--- src/rtl/rotshift16_pkg.sv ---
`timescale 1ns/1ps
package rotshift16_pkg;
  localparam int DATA_W = 16;
  localparam int CNT_W  = 8;
  localparam int OP_W   = 3;
  localparam int ROT_W  = $clog2(DATA_W);
  localparam int SH_W   = ROT_W + 1;
  localparam int FLAG_N = 5;

  localparam int FL_CARRY = 0;
  localparam int FL_OVER  = 1;
  localparam int FL_SIGN  = 2;
  localparam int FL_ZERO  = 3;
  localparam int FL_PAR   = 4;

  localparam logic [OP_W-1:0] OP_ROL = 3'd0;
  localparam logic [OP_W-1:0] OP_ROR = 3'd1;
  localparam logic [OP_W-1:0] OP_SHL = 3'd2;
  localparam logic [OP_W-1:0] OP_SHR = 3'd3;
  localparam logic [OP_W-1:0] OP_SAR = 3'd4;

  localparam logic [FLAG_N-1:0] MASK_ROT   = FLAG_N'((1 << FL_CARRY) | (1 << FL_OVER));
  localparam logic [FLAG_N-1:0] MASK_SHIFT = '1;

  typedef struct packed {
    logic              selRol;
    logic              selRor;
    logic              selShl;
    logic              selShr;
    logic              selSar;
    logic [SH_W-1:0]   amount;
    logic [FLAG_N-1:0] flagMask;
  } strobes_t;

  typedef struct packed {
    logic [DATA_W-1:0] result;
    logic              carry;
    logic              over;
    logic              sign;
    logic              zero;
    logic              parity;
  } dpOut_t;
endpackage

--- src/rtl/rotshift16_ctrl.sv ---
`timescale 1ns/1ps
module rotshift16_ctrl
  import rotshift16_pkg::*;
(
  input  logic [OP_W-1:0]  op,
  input  logic [CNT_W-1:0] count,
  output strobes_t         strobes
);
  logic anyCount;
  logic isRot;
  logic isShift;

  always_comb begin
    anyCount = |count[SH_W-1:0];
    isRot    = (op == OP_ROL) || (op == OP_ROR);
    isShift  = (op == OP_SHL) || (op == OP_SHR) || (op == OP_SAR);

    strobes        = '0;
    strobes.amount = count[SH_W-1:0];
    strobes.selRol = (op == OP_ROL);
    strobes.selRor = (op == OP_ROR);
    strobes.selShl = (op == OP_SHL);
    strobes.selShr = (op == OP_SHR);
    strobes.selSar = (op == OP_SAR);

    if (anyCount && isRot) begin
      strobes.flagMask = MASK_ROT;
    end else if (anyCount && isShift) begin
      strobes.flagMask = MASK_SHIFT;
    end else begin
      strobes.flagMask = '0;
    end
  end
endmodule

--- src/rtl/rotshift16_dp.sv ---
`timescale 1ns/1ps
module rotshift16_dp
  import rotshift16_pkg::*;
(
  input  strobes_t          st,
  input  logic [DATA_W-1:0] opnd,
  output dpOut_t            dpo
);
  localparam int EXT_W = 2 * DATA_W;

  logic [ROT_W-1:0]        rotAmt;
  logic [EXT_W-1:0]        rolExt;
  logic [EXT_W-1:0]        rorExt;
  logic [EXT_W-1:0]        shlExt;
  logic [EXT_W-1:0]        shrExt;
  logic signed [EXT_W-1:0] sarIn;
  logic signed [EXT_W-1:0] sarExt;
  logic [DATA_W-1:0]       res;

  always_comb begin
    rotAmt = st.amount[ROT_W-1:0];
    rolExt = {opnd, opnd} << rotAmt;
    rorExt = {opnd, opnd} >> rotAmt;
    shlExt = {{DATA_W{1'b0}}, opnd} << st.amount;
    shrExt = {opnd, {DATA_W{1'b0}}} >> st.amount;
    sarIn  = {opnd, {DATA_W{1'b0}}};
    sarExt = sarIn >>> st.amount;

    dpo = '0;
    res = opnd;
    if (st.selRol) begin
      res       = rolExt[EXT_W-1:DATA_W];
      dpo.carry = res[0];
      dpo.over  = res[0] ^ res[DATA_W-1];
    end else if (st.selRor) begin
      res       = rorExt[DATA_W-1:0];
      dpo.carry = res[DATA_W-1];
      dpo.over  = res[DATA_W-1] ^ res[DATA_W-2];
    end else if (st.selShl) begin
      res       = shlExt[DATA_W-1:0];
      dpo.carry = shlExt[DATA_W];
      dpo.over  = shlExt[DATA_W] ^ res[DATA_W-1];
    end else if (st.selShr) begin
      res       = shrExt[EXT_W-1:DATA_W];
      dpo.carry = shrExt[DATA_W-1];
      dpo.over  = res[DATA_W-1] ^ res[DATA_W-2];
    end else if (st.selSar) begin
      res       = sarExt[EXT_W-1:DATA_W];
      dpo.carry = sarExt[DATA_W-1];
      dpo.over  = 1'b0;
    end
    dpo.result = res;
    dpo.sign   = res[DATA_W-1];
    dpo.zero   = ~|res;
    dpo.parity = ~^res[7:0];
  end
endmodule

--- src/rtl/rotshift16.sv ---
`timescale 1ns/1ps
module rotshift16
  import rotshift16_pkg::*;
(
  input  logic              clk,
  input  logic              rstN,
  input  logic              inValid,
  input  logic [OP_W-1:0]   inOp,
  input  logic [CNT_W-1:0]  inCount,
  input  logic [DATA_W-1:0] inOperand,
  output logic              outValid,
  output logic [DATA_W-1:0] outResult,
  output logic [FLAG_N-1:0] outFlagMask,
  output logic              outCarry,
  output logic              outOverflow,
  output logic              outSign,
  output logic              outZero,
  output logic              outParity
);
  strobes_t          strobes;
  dpOut_t            dpo;
  logic [FLAG_N-1:0] flagVals;
  logic [FLAG_N-1:0] flagsGated;

  rotshift16_ctrl uCtrl (
    .op      (inOp),
    .count   (inCount),
    .strobes (strobes)
  );

  rotshift16_dp uDp (
    .st   (strobes),
    .opnd (inOperand),
    .dpo  (dpo)
  );

  always_comb begin
    flagVals           = '0;
    flagVals[FL_CARRY] = dpo.carry;
    flagVals[FL_OVER]  = dpo.over;
    flagVals[FL_SIGN]  = dpo.sign;
    flagVals[FL_ZERO]  = dpo.zero;
    flagVals[FL_PAR]   = dpo.parity;
    flagsGated         = flagVals & strobes.flagMask;
  end

  always_ff @(posedge clk or negedge rstN) begin
    if (!rstN) begin
      outValid    <= 1'b0;
      outResult   <= '0;
      outFlagMask <= '0;
      outCarry    <= 1'b0;
      outOverflow <= 1'b0;
      outSign     <= 1'b0;
      outZero     <= 1'b0;
      outParity   <= 1'b0;
    end else begin
      outValid <= inValid;
      if (inValid) begin
        outResult   <= (strobes.flagMask == '0) ? inOperand : dpo.result;
        outFlagMask <= strobes.flagMask;
        outCarry    <= flagsGated[FL_CARRY];
        outOverflow <= flagsGated[FL_OVER];
        outSign     <= flagsGated[FL_SIGN];
        outZero     <= flagsGated[FL_ZERO];
        outParity   <= flagsGated[FL_PAR];
      end
    end
  end
endmodule

--- config.mk ---
export PLATFORM = sky130hd
export DESIGN_NAME = rotshift16
export DESIGN_NICKNAME = d
export VERILOG_FILES = /design/src/rtl/rotshift16_pkg.sv /design/src/rtl/rotshift16_ctrl.sv /design/src/rtl/rotshift16_dp.sv /design/src/rtl/rotshift16.sv
export SDC_FILE = /design/constraint.sdc
export NUM_CORES = 1
export LEC_CHECK = 0
export ABC_CLOCK_PERIOD_IN_PS = 800
export BUFFER_PORTS_ARGS = -buffer_cell sky130_fd_sc_hd__buf_4
export CAP_MARGIN = 20
export CORE_MARGIN = 10
export CORE_UTILIZATION = 40
export DETAILED_ROUTE_END_ITERATION = 10
export MAX_ROUTING_LAYER = met4
export PLACE_DENSITY_LB_ADDON = 0.08
export SETUP_SLACK_MARGIN = 0.2
export SLEW_MARGIN = 20
export SYNTH_ARGS = -nofsm -noshare
export SYNTH_HDL_FRONTEND = slang
export SYNTH_SLANG_ARGS = --single-unit
export TNS_END_PERCENT = 1
--- constraint.sdc ---
create_clock -name clk -period 0.8 [get_ports clk]
set_input_delay 0.04 -clock clk [delete_from_list [all_inputs] [get_ports clk]]
set_output_delay 0.04 -clock clk [all_outputs]
set_load 0.01 [all_outputs]
==> out/qor.csv, run 1 <==
stage;metric;value;unit
placed_design;Placer Congestion;1.01;
cells_and_area;Layout area overhead;61.4;%
die;Die ar.;15200;um2
worst_setup_path;critical-path maximum fanout;7;
clocking;Clock Tree Buf Depth;2;
timing;Final Max Slew Viols;0;
yosys;most numerous cell in the Yosys netlist;nor2_1;
worst_setup_path;reg-to-reg startpoint;outResult[9];
worst_setup_path;CP Launch Type;input pin;
yosys;Post-Syn Area;4270;um2
worst_setup_path;Cell Chain, Critical Path;buf_16 > bufbuf_16 > nor2b_2 > mux2i_1 > or4_4 > a21oi_1 > o31ai_1 > o21ai_2 > inv_1 > ha_1 > xor2_1 > xnor2_1 > o22ai_1;
worst_setup_path;Slowest-stage cell, CP;or4_4;
die;die height;123;um
yosys;Post-synth top cells;nor2_1, nand2_1, o21ai_0;
yosys;asr flop ratio synth;1.00;
timing;Setup violations, final;50;
worst_setup_path;reg2reg setup slack;0.01;ns
timing;Final WS setup;-1.54;ns
cells_and_area;share of cells above drive strength 1;0.517;
worst_hold_path;HP Start;inValid;
outcome;outcome;complete, but fails checks;
clocking;Clk pin slew, worst setup/hold paths;0.09;ns
grt;global-route wire length before repair;32500;um
worst_setup_path;reg2reg end;outResult[9];
die;die width;123;um
yosys;number of synthesized flops with an enable pin;0;
route;DRT Pass-1 Iters;6;
clocking;clock net sink count;24;
route;# DRC;0;
timing;Final Hold Fails;0;
grt;vias in the first global route;5508;
yosys;Seq/Total Area, Yosys;0.141;
worst_setup_path;Crit Path Category;in2reg;
power;pwr dens;1130;nW/um2
clocking;later-pin clock latency in the skew report;0.26;ns
placed_design;final HPWL from detailed placement;16800;um
die;Row Count;37;
yosys;area share of the largest cell type after synthesis;0.141;
route;routed length per placed instance;24.0;um
worst_setup_path;R2R cell count;1;
route;initial DRC count;554;
yosys;post-synth net total;561;
power;Peak VDD IR;0.964;mV
yosys;Ys Warns;0;
grt;initial antenna violation count;0;
yosys;largest area contributor in the netlist;dfrtp_1;
timing;RSZ-0062 raised after global routing;true;
route;wirelength, routed;21200;um
clocking;CTS buffer count;3;
grt;GRT overflow;0;
worst_hold_path;worst hold path stage count;2;
power;Comb power frac;0.666;
power;Clock power frac;0.136;
cells_and_area;final-stage net count;780;
yosys;Seq cells post-synth;24;
timing;Clock Skews;0;ns
worst_setup_path;crit path DAT;2.49;ns
placed_design;number of I/O port buffers;53;
yosys;post-synthesis cell type count;73;
yosys;Syn Area/Cell;8.10;um2
worst_setup_path;CP endpoint kind;flip-flop;
power;Overall Power;0.00778;W
route;Post-DRT Antenna Nets;0;
worst_hold_path;Worst Hold Class;in2reg;
yosys;Syn Inst Count;527;
route;Via Count;5501;
cells_and_area;Core Util, Final;0.664;
clocking;root buffer cell;clkbuf_8;
timing;Fmax;0.427;GHz
power;Leak;3.04;nW
die;Core Region;10400;um2
route;Via-to-Cell Ratio;6.24;
yosys;main area contributors after synthesis;dfrtp_1, mux4_2, mux2i_1;
die;# IOs;57;
clocking;H-tree Lvls;1;
grt;largest net degree at the start of global routing;32;
power;Psw;0.00298;W
worst_setup_path;Slowest Stage Delay on Critical Path;0.45;ns
timing;fin crit period;2.34;ns
worst_hold_path;Hold EP;outValid;
cells_and_area;antenna cell count;0;
power;Seq pwr share;0.198;
power;Pint;0.00479;W
clocking;CTS tree;yes;
die;Initial Util;0.411;
outcome;violated checks;negative setup slack;
flow_run;max_cap viols;0;
timing;fin crit share;2.93;
timing;slew margin rel.;0.644;
timing;worst-margin pin slew;0.531;ns
grt;GRT Total Usage;0.284;
power;switching share of power;0.384;
yosys;Synth Flop Type;dfrtp_1;
worst_setup_path;crit path launch;inCount[0];
worst_setup_path;Critical Path RT;0.95;ns
-- worst max path at each step --
stage / to / slack (ns) / depth (start not counted)
finish: outParity / -1.54 / 13
global route: outParity / -1.67 / 13
CTS: outParity / -1.50 / 12
detailed placement: outZero / -2.11 / 14
global placement: outParity / -1.99 / 12
floorplan: outParity / -1.59 / 11
-- metrics by stage --
step / TNS (ns) / setup WS (ns) / instances / area, um2 / hold WS [ns]
floorplan: -22.42 / -1.59 / 527 / 4320 / -0.256
global placement: -35.06 / -1.99 / 862 / 6170 / -0.0548
detailed placement: -36.16 / -2.11 / 862 / 6170 / -0.0443
CTS: -26.53 / -1.50 / 880 / 6760 / 0.107
global route: -29.60 / -1.67 / 881 / 6890 / 0.109
finish: -26.98 / -1.54 / 881 / 6890 / 0.120
-- logic make-up (layout without fill, tap and decap cells) --
kind of cell,Yosys count,after routing,synth area share
adders and majority gates,4,4,0.0117
AOI/OAI and AO/OA,168,168,0.262
DFF,24,24,0.141
and+or+nand+nor,163,163,0.180
buffers and inverters,75,293,0.0786
muxes,87,87,0.314
xor gates and xnor gates,6,6,0.0123
-- final cells by class --
class | instances | area (um2)
timing repair buffer | 271 | 2320
clock buffer | 3 | 41.3
clock inverter | 1 | 30.0
tap | 136 | 170
sequential | 24 | 601
fill | 893 | 3480
inverter | 18 | 67.6
multi-input combinational | 428 | 3660
-- worst max-delay path, delay by kind of cell --
| family | cells | cell delay (ns) |
|---|---|---|
| AO/OA/AOI/OAI | 4 | 0.64 |
| XOR/XNOR | 2 | 0.34 |
| AND/OR/NAND/NOR | 2 | 0.58 |
| adder cells (fa/ha/maj) | 1 | 0.29 |
| buffers and inverters | 3 | 0.47 |
| multiplexers | 1 | 0.14 |
-- placed cells by master, fill, tap and decap left out, types with 4 or more instances in the layout --
master,instances
o21ai_0,33
buf_4,225
and3_1,5
mux2i_1,20
mux4_2,29
nand3_1,10
a22oi_2,4
buf_6,34
nand2b_1,7
mux2i_4,4
nand2_1,43
inv_1,15
o22ai_1,5
nor2_1,53
dfrtp_1,24
mux2_4,7
a31oi_1,8
xnor2_1,4
nor3_1,7
nor2b_1,5
a211oi_1,8
and2_1,4
mux2_2,16
nand3b_1,4
buf_12,6
o31ai_1,5
a21oi_1,32
a21o_1,4
a21oi_2,4
o21ai_1,7
mux2i_2,8
-- repair_timing --
item | in CTS | in global routing
gates resized for setup | 100 | 23
endpoints found under the setup margin | 50 | 50
gates cloned | 2 | 0
hold buffers | 1 | 0
hold endpoints to repair | 24 | 0
pin swaps | 27 | 5
setup buffers | 11 | 1
-- layer usage --
layer  vias up  part of all wire  track usage
met5         -                 0            -
met4         0             0.037       0.0932
met3        50             0.089       0.0501
met2       307              0.46        0.442
met1      2696              0.41        0.365
li1       2448                 -            -
-- power by group through the flow --
stage / sequential, W / clock (W) / combinational (W)
3_3_place_gp: 0.00151 / 0 / 0.00433
4_1_cts: 0.00153 / 0.00108 / 0.00496
6_report: 0.00154 / 0.00106 / 0.00518
3_5_place_dp: 0.00152 / 0 / 0.00438
5_1_grt: 0.00156 / 0.00114 / 0.00548
2_1_floorplan: 0.00160 / 0 / 0.00208
-- sequential cells by signal (all words and copies together) (netlist names) --
register and flops:
outResult 16, outZero 1, outSign 1, outParity 1, outFlagMask 2, outOverflow 1
outCarry 1, outValid 1
Note: power is estimated with default switching activity, not from simulation.
==> run 2, diff against run 1 <==
--- a/config.mk
+++ b/config.mk
@@ -5,12 +5,13 @@
 export SDC_FILE = /design/constraint.sdc
 export NUM_CORES = 1
 export LEC_CHECK = 0
-export ABC_CLOCK_PERIOD_IN_PS = 800
+export ABC_CLOCK_PERIOD_IN_PS = 2850
 export BUFFER_PORTS_ARGS = -buffer_cell sky130_fd_sc_hd__buf_4
 export CAP_MARGIN = 20
 export CORE_MARGIN = 10
 export CORE_UTILIZATION = 40
 export DETAILED_ROUTE_END_ITERATION = 10
+export GPL_TIMING_DRIVEN = 0
 export MAX_ROUTING_LAYER = met4
 export PLACE_DENSITY_LB_ADDON = 0.08
 export SETUP_SLACK_MARGIN = 0.2
==> constraint.sdc (replaced) <==
create_clock -name clk -period 2.85 [get_ports clk]
set_input_delay 0.1425 -clock clk [delete_from_list [all_inputs] [get_ports clk]]
set_output_delay 0.1425 -clock clk [all_outputs]
set_load 0.01 [all_outputs]
==> run 2 against run 1 <==
Compared with the run above:
- the run now ends clean
- sequential cell count unchanged
- clock power down 71%
- sequential power shrank 73%
- routed wire length fell by 1.2%
- worst setup slack improved by 1.6 ns
- die area did not move
- critical endpoint is now outZero
==> out/qor.csv, run 2 (synthesis results as in run 1) <==
stage;metric;value;unit;change
cells_and_area;Largest register FFs;16;;unchanged
worst_setup_path;Critical Path RT;3.03;ns;+2.08 ns
cells_and_area;sequential cell area;601;um2;unchanged
route;initial DRC count;673;;+21%
clocking;root buffer cell;clkbuf_8;;
worst_setup_path;crit path DAT;2.98;ns;+0.49 ns
clocking;CTS tree;yes;;
cells_and_area;multi-input combinational cell area;3570;um2;-2.4%
cells_and_area;Regs by FF count;outResult (16), outFlagMask (2);;
die;Initial Util;0.411;;unchanged
cells_and_area;Reg with most FFs;outResult;;
timing;Fmax;0.357;GHz;
worst_setup_path;reg2reg end;outResult[13];;
worst_setup_path;CP endpoint kind;flip-flop;;
die;# IOs;57;;unchanged
timing;Final Max Slew Viols;0;;unchanged
route;routed length per placed instance;27.9;um;+16%
flow_run;max_cap viols;0;;unchanged
worst_setup_path;Slowest Stage Delay on Critical Path;0.75;ns;+0.30 ns
grt;GRT Total Usage;0.274;;-0.00911
clocking;CTS buffer count;3;;unchanged
worst_setup_path;Slowest-stage cell, CP;nor2_1;;
grt;largest net degree at the start of global routing;25;;-22%
timing;slew margin rel.;0.436;;-0.208
worst_setup_path;Crit Path Category;in2reg;;
outcome;outcome;finished, final reports clean;;
route;DRT Pass-1 Iters;5;;-1
cells_and_area;commonest non-fill, non-tap cell in the layout;buf_4;;
route;wirelength, routed;20900;um;-1.2%
timing;Clock Skews;0;ns;unchanged
route;Post-DRT Antenna Nets;0;;unchanged
clocking;clock net sink count;24;;unchanged
die;die height;123;um;unchanged
route;# DRC;0;;unchanged
die;Die ar.;15200;um2;unchanged
clocking;Clock Tree Buf Depth;2;;unchanged
worst_setup_path;reg-to-reg startpoint;outResult[13];;
power;Peak VDD IR;0.234;mV;-76%
worst_setup_path;R2R cell count;1;;unchanged
grt;GRT overflow;0;;unchanged
timing;Hold Worst Slack;0.307;ns;+0.187 ns
route;Via Count;5162;;-6.2%
placed_design;final HPWL from detailed placement;15700;um;-6.3%
die;Row Count;37;;unchanged
die;die width;123;um;unchanged
cells_and_area;fillers;994;;+11%
cells_and_area;commonest cells after routing, fill and taps aside;buf_4, nor2_1, nand2_1, o21ai_0, a21oi_1;;
worst_setup_path;most frequent CP cell;nor2_1;;
cells_and_area;share of cells above drive strength 1;0.368;;-0.149
worst_setup_path;critical-path maximum fanout;9;;+2
worst_setup_path;reg2reg setup slack;2.07;ns;+2.06 ns
timing;fin crit period;2.80;ns;
cells_and_area;Layout area overhead;30.4;%;
die;Core Region;10400;um2;unchanged
timing;fin crit share;0.982;;
worst_setup_path;Cell Chain, Critical Path;buf_4 > or2_2 > clkbuf_1 > nor2_1 > nand2_1 > o311ai_4 > ha_2 > nand4_1 > nor2_1 > nand4bb_1 > o31ai_2;;
cells_and_area;final-stage net count;649;;-17%
route;Via-to-Cell Ratio;6.88;;+10%
clocking;H-tree Lvls;1;;unchanged
timing;Setup violations, final;0;;-100%
placed_design;Placed Cells;714;;-17%
power;Leak;2.24;nW;-26%
grt;vias in the first global route;4864;;-12%
placed_design;Placer Congestion;1.03;;+1.9%
worst_hold_path;Worst Hold Class;in2async;;
cells_and_area;antenna cell count;0;;unchanged
timing;worst-margin pin slew;0.842;ns;+0.311 ns
power;pwr dens;341;nW/um2;-70%
placed_design;number of I/O port buffers;51;;-3.8%
timing;RSZ-0062 raised after global routing;true;;
clocking;Clk pin slew, worst setup/hold paths;0.10;ns;about the same
grt;global-route wire length before repair;30900;um;-4.9%
clocking;later-pin clock latency in the skew report;0.27;ns;about the same
timing;Final Hold Fails;0;;unchanged
grt;initial antenna violation count;0;;unchanged
worst_setup_path;CP Launch Type;input pin;;
cells_and_area;Non-Filler Instances;750;;-15%
-- run 2: metrics by stage --
step / setup TNS [ns] / util / setup slack, ns / cell area (um2) / power (W)
CTS: 0 / 0.507 / 0.204 / 5250 / 0.00179
floorplan: 0 / - / 0.209 / 4280 / 0.00102
global route: 0 / 0.537 / 0.0695 / 5560 / 0.00198
finish: 0 / 0.537 / 0.0522 / 5560 / 0.00190
detailed placement: -4.63 / 0.466 / -1.20 / 4830 / 0.00140
global placement: -5.17 / 0.466 / -1.23 / 4830 / 0.00140
-- run 2: layer usage --
metal | part of all wire | routed length, um | GRT usage
met3 | 0.11 | 2380 | 0.0570
met1 | 0.41 | 8650 | 0.367
met5 | 0 | 0 | -
met2 | 0.44 | 9190 | 0.405
met4 | 0.034 | 721 | 0.0902
-- run 2: worst max-delay path by stage --
stage                     startpoint         to  slack, ns  depth (start not counted)
after floorplan           inCount[1]  outParity       0.21                         11
after global placement    inCount[3]  outParity      -1.23                         12
after detailed placement  inCount[3]  outParity      -1.20                         12
after CTS                 inCount[1]  outParity       0.20                         13
after global routing      inCount[0]    outZero       0.07                         14
final                        inOp[2]    outZero       0.05                         11
-- run 2: power breakdown --
group / internal [W] / leakage (nW) / switching (W) / total [W]
logic: 0.000528 / 1.92 / 0.000646 / 0.00117
registers: 0.000392 / 0.291 / 0.0000294 / 0.000421
clock network: 0.000188 / 0.0357 / 0.000117 / 0.000304
total: 0.00111 / 2.24 / 0.000792 / 0.00190
-- run 2: what timing repair did --
item / CTS / global route
resized for setup: 73 / 56
gates cloned: 1 / 0
setup endpoints to repair: 10 / 2
pin swaps: 13 / 19
hold endpoints to repair: 25 / 0
hold buffers: 2 / 0
buffers inserted: 12 / 19
-- run 2: worst max-delay path: cells and delay by family --
kind	cells	cell delay [ns]
AND/OR/NAND/NOR	6	1.69
buffers and inverters	2	0.46
AO/OA/AOI/OAI	2	0.44
adder cells (fa/ha/maj)	1	0.25
-- run 2: area by class of cell --
class                   instances  area share
multi-input cells             428       0.642
repair buffers                 85       0.126
flip-flops and latches         24       0.108
plain buffers                  55      0.0690
well taps                     136      0.0306
inverters                      18      0.0121
clock buffers                   3     0.00742
clock inverters                 1     0.00540
==> run 3, diff against run 2 <==
--- a/config.mk
+++ b/config.mk
@@ -6,11 +6,11 @@
 export NUM_CORES = 1
 export LEC_CHECK = 0
 export ABC_CLOCK_PERIOD_IN_PS = 2850
-export BUFFER_PORTS_ARGS = -buffer_cell sky130_fd_sc_hd__buf_4
 export CAP_MARGIN = 20
 export CORE_MARGIN = 10
 export CORE_UTILIZATION = 40
 export DETAILED_ROUTE_END_ITERATION = 10
+export DONT_BUFFER_PORTS = 1
 export GPL_TIMING_DRIVEN = 0
 export MAX_ROUTING_LAYER = met4
 export PLACE_DENSITY_LB_ADDON = 0.08
==> run 3 against run 2 <==
Compared with the run above:
- via count down 6.7%
- largest power group unchanged
- register-to-register slack lost 0.04 ns
- critical path depth grew 2
- combinational power shrank 22%
- global-route usage decreased by 1.1 points
- count of clock-buffer cells in the layout is the same
- worst setup slack better by 0.18 ns
- fmax grew 6.9%
- utilization fell by 6.8 points
- sequential cell count is the same
- sequential share of layout area increased by 1.6 points
==> out/qor.csv, run 3 (synthesis results as in run 1) <==
stage;metric;value;unit;change
route;routed length per placed instance;29.3;um;+4.9%
cells_and_area;Layout area overhead;14.0;%;
cells_and_area;share of cells above drive strength 1;0.262;;-0.106
grt;GRT Total Usage;0.263;;-0.0110
placed_design;number of I/O port buffers;0;;-100%
cells_and_area;Largest register FFs;16;;unchanged
worst_setup_path;Crit Path Category;in2reg;;
placed_design;placed cell area;4450;um2;-7.9%
timing;fin crit period;2.62;ns;-0.181 ns
worst_setup_path;reg2reg setup slack;2.03;ns;-0.04 ns
cells_and_area;commonest cells after routing, fill and taps aside;nor2_1, nand2_1, o21ai_0, a21oi_1, mux4_2;;
worst_setup_path;CP Launch Type;input pin;;
cells_and_area;Regs by FF count;outResult (16), outFlagMask (2);;
clocking;Clk pin slew, worst setup/hold paths;0.09;ns;about the same
die;# IOs;57;;unchanged
worst_setup_path;critical-path maximum fanout;10;;+1
timing;Setup violations, final;0;;unchanged
cells_and_area;antenna cell count;0;;unchanged
worst_setup_path;crit path DAT;2.79;ns;-0.19 ns
route;# DRC;0;;unchanged
outcome;outcome;finished, final reports clean;;
timing;Fin Setup TNS;0;ns;unchanged
cells_and_area;Reg with most FFs;outResult;;
power;Leak;1.85;nW;-18%
clocking;later-pin clock latency in the skew report;0.27;ns;about the same
timing;Hold Worst Slack;0.215;ns;-0.0915 ns
timing;Clock Skews;0;ns;unchanged
placed_design;final HPWL from detailed placement;15100;um;-3.8%
clocking;clock net sink count;24;;unchanged
cells_and_area;fillers;1055;;+6.1%
placed_design;Placer Congestion;1.05;;+2.3%
timing;Final Hold Fails;0;;unchanged
die;Row Count;37;;unchanged
timing;Fmax;0.382;GHz;+6.9%
power;Peak VDD IR;0.216;mV;-8.0%
timing;Final Max Slew Viols;0;;unchanged
route;wirelength, routed;19800;um;-5.3%
worst_setup_path;Critical Path RT;3.02;ns;about the same
cells_and_area;final instance area;4860;um2;-13%
timing;RSZ-0062 raised after global routing;true;;
clocking;Clock Tree Buf Depth;2;;unchanged
route;Via-to-Cell Ratio;7.12;;+3.4%
die;Core Region;10400;um2;unchanged
worst_hold_path;Worst Hold Class;in2reg;;
grt;GRT overflow;0;;unchanged
die;Die ar.;15200;um2;unchanged
timing;worst-margin pin slew;0.859;ns;+0.0167 ns
flow_run;max_cap viols;0;;unchanged
cells_and_area;final-stage net count;576;;-11%
grt;vias in the first global route;4540;;-6.7%
timing;slew margin rel.;0.424;;-0.0122
grt;initial antenna violation count;0;;unchanged
route;Via Count;4818;;-6.7%
clocking;H-tree Lvls;1;;unchanged
grt;global-route wire length before repair;29700;um;-4.1%
timing;fin crit share;0.918;;-0.0635
route;DRT Pass-1 Iters;5;;unchanged
cells_and_area;commonest non-fill, non-tap cell in the layout;nor2_1;;
die;die width;123;um;unchanged
clocking;root buffer cell;clkbuf_8;;
die;Initial Util;0.411;;unchanged
worst_setup_path;CP endpoint kind;flip-flop;;
power;pwr dens;342;nW/um2;+0.12%
grt;largest net degree at the start of global routing;25;;unchanged
route;initial DRC count;637;;-5.3%
route;Post-DRT Antenna Nets;0;;unchanged
die;die height;123;um;unchanged
clocking;CTS buffer count;3;;unchanged
clocking;CTS tree;yes;;
[run 3: cell types whose count changed in the layout (fill, tap and decap cells not counted), sizes merged]
| cell | delta |
|---|---|
| buf | -71 |
| clkbuf | -2 |
[run 3: stage by stage]
| step | setup WS [ns] | total power [W] | instances | util |
|---|---|---|---|---|
| 5_1_grt | 0.154 | 0.00175 | 677 | 0.469 |
| 6_report | 0.233 | 0.00166 | 677 | 0.469 |
| 2_1_floorplan | 0.209 | 0.00102 | 527 | - |
| 3_5_place_dp | -0.701 | 0.00125 | 663 | 0.429 |
| 4_1_cts | 0.198 | 0.00159 | 669 | 0.447 |
| 3_3_place_gp | -0.764 | 0.00125 | 663 | 0.429 |
[run 3: area by class of cell]
class                           instances  area (um2)  share of cell area
Clock inverter                          1        30.0             0.00618
Buffer                                 57         372              0.0764
Tap cell                              136         170              0.0350
Sequential cell                        24         601               0.124
Timing Repair Buffer                   10        77.6              0.0160
Multi-Input combinational cell        428        3500               0.721
Inverter                               18        67.6              0.0139
Clock buffer                            3        41.3             0.00849
[run 3: path summary, 6_finish.rpt]
check	from	to	depth (start not counted)
max reg2reg	outResult[8]	outResult[8]	1
max	inCount[2]	outZero	13
min in group asynchronous	rstN	outFlagMask[3]	2
max in group asynchronous	rstN	outResult[14]	2
min	inValid	outSign	2
min reg2reg	outCarry	outCarry	2
[run 3: worst max-delay path: stages]
cell       delay, ns
buf_2           0.24
buf_4           0.25
buf_4           0.25
mux2_2          0.40
nand2_1         0.12
a311oi_2        0.10
a311oi_1        0.30
a41o_1          0.23
ha_1            0.17
nand4_1         0.08
nor2_1          0.11
nand4bb_1       0.17
o31ai_2         0.22
[run 3: what timing repair did]
action	4_1_cts	5_1_grt
pin swaps	1	10
buffers inserted	0	7
endpoints found under the setup margin	3	2
hold endpoints to repair	25	24
hold buffers	2	1
resized for setup	39	71
cloned	0	0
[run 3: layer usage]
layer  part of all wire  GRT usage  vias up  wire (um)
met5                  0          -        -          0
met2               0.42      0.374      360       8430
met1               0.41      0.361     2356       8170
met3               0.12     0.0620       49       2470
met4              0.038     0.0837        0        758
li1                   -          -     2053          -
[run 3: power breakdown]
part           leakage, nW  switching (W)  total [W]  internal, W
clock network       0.0357       0.000110   0.000298     0.000188
registers            0.291      0.0000629   0.000455     0.000392
logic                 1.52       0.000528   0.000909     0.000381
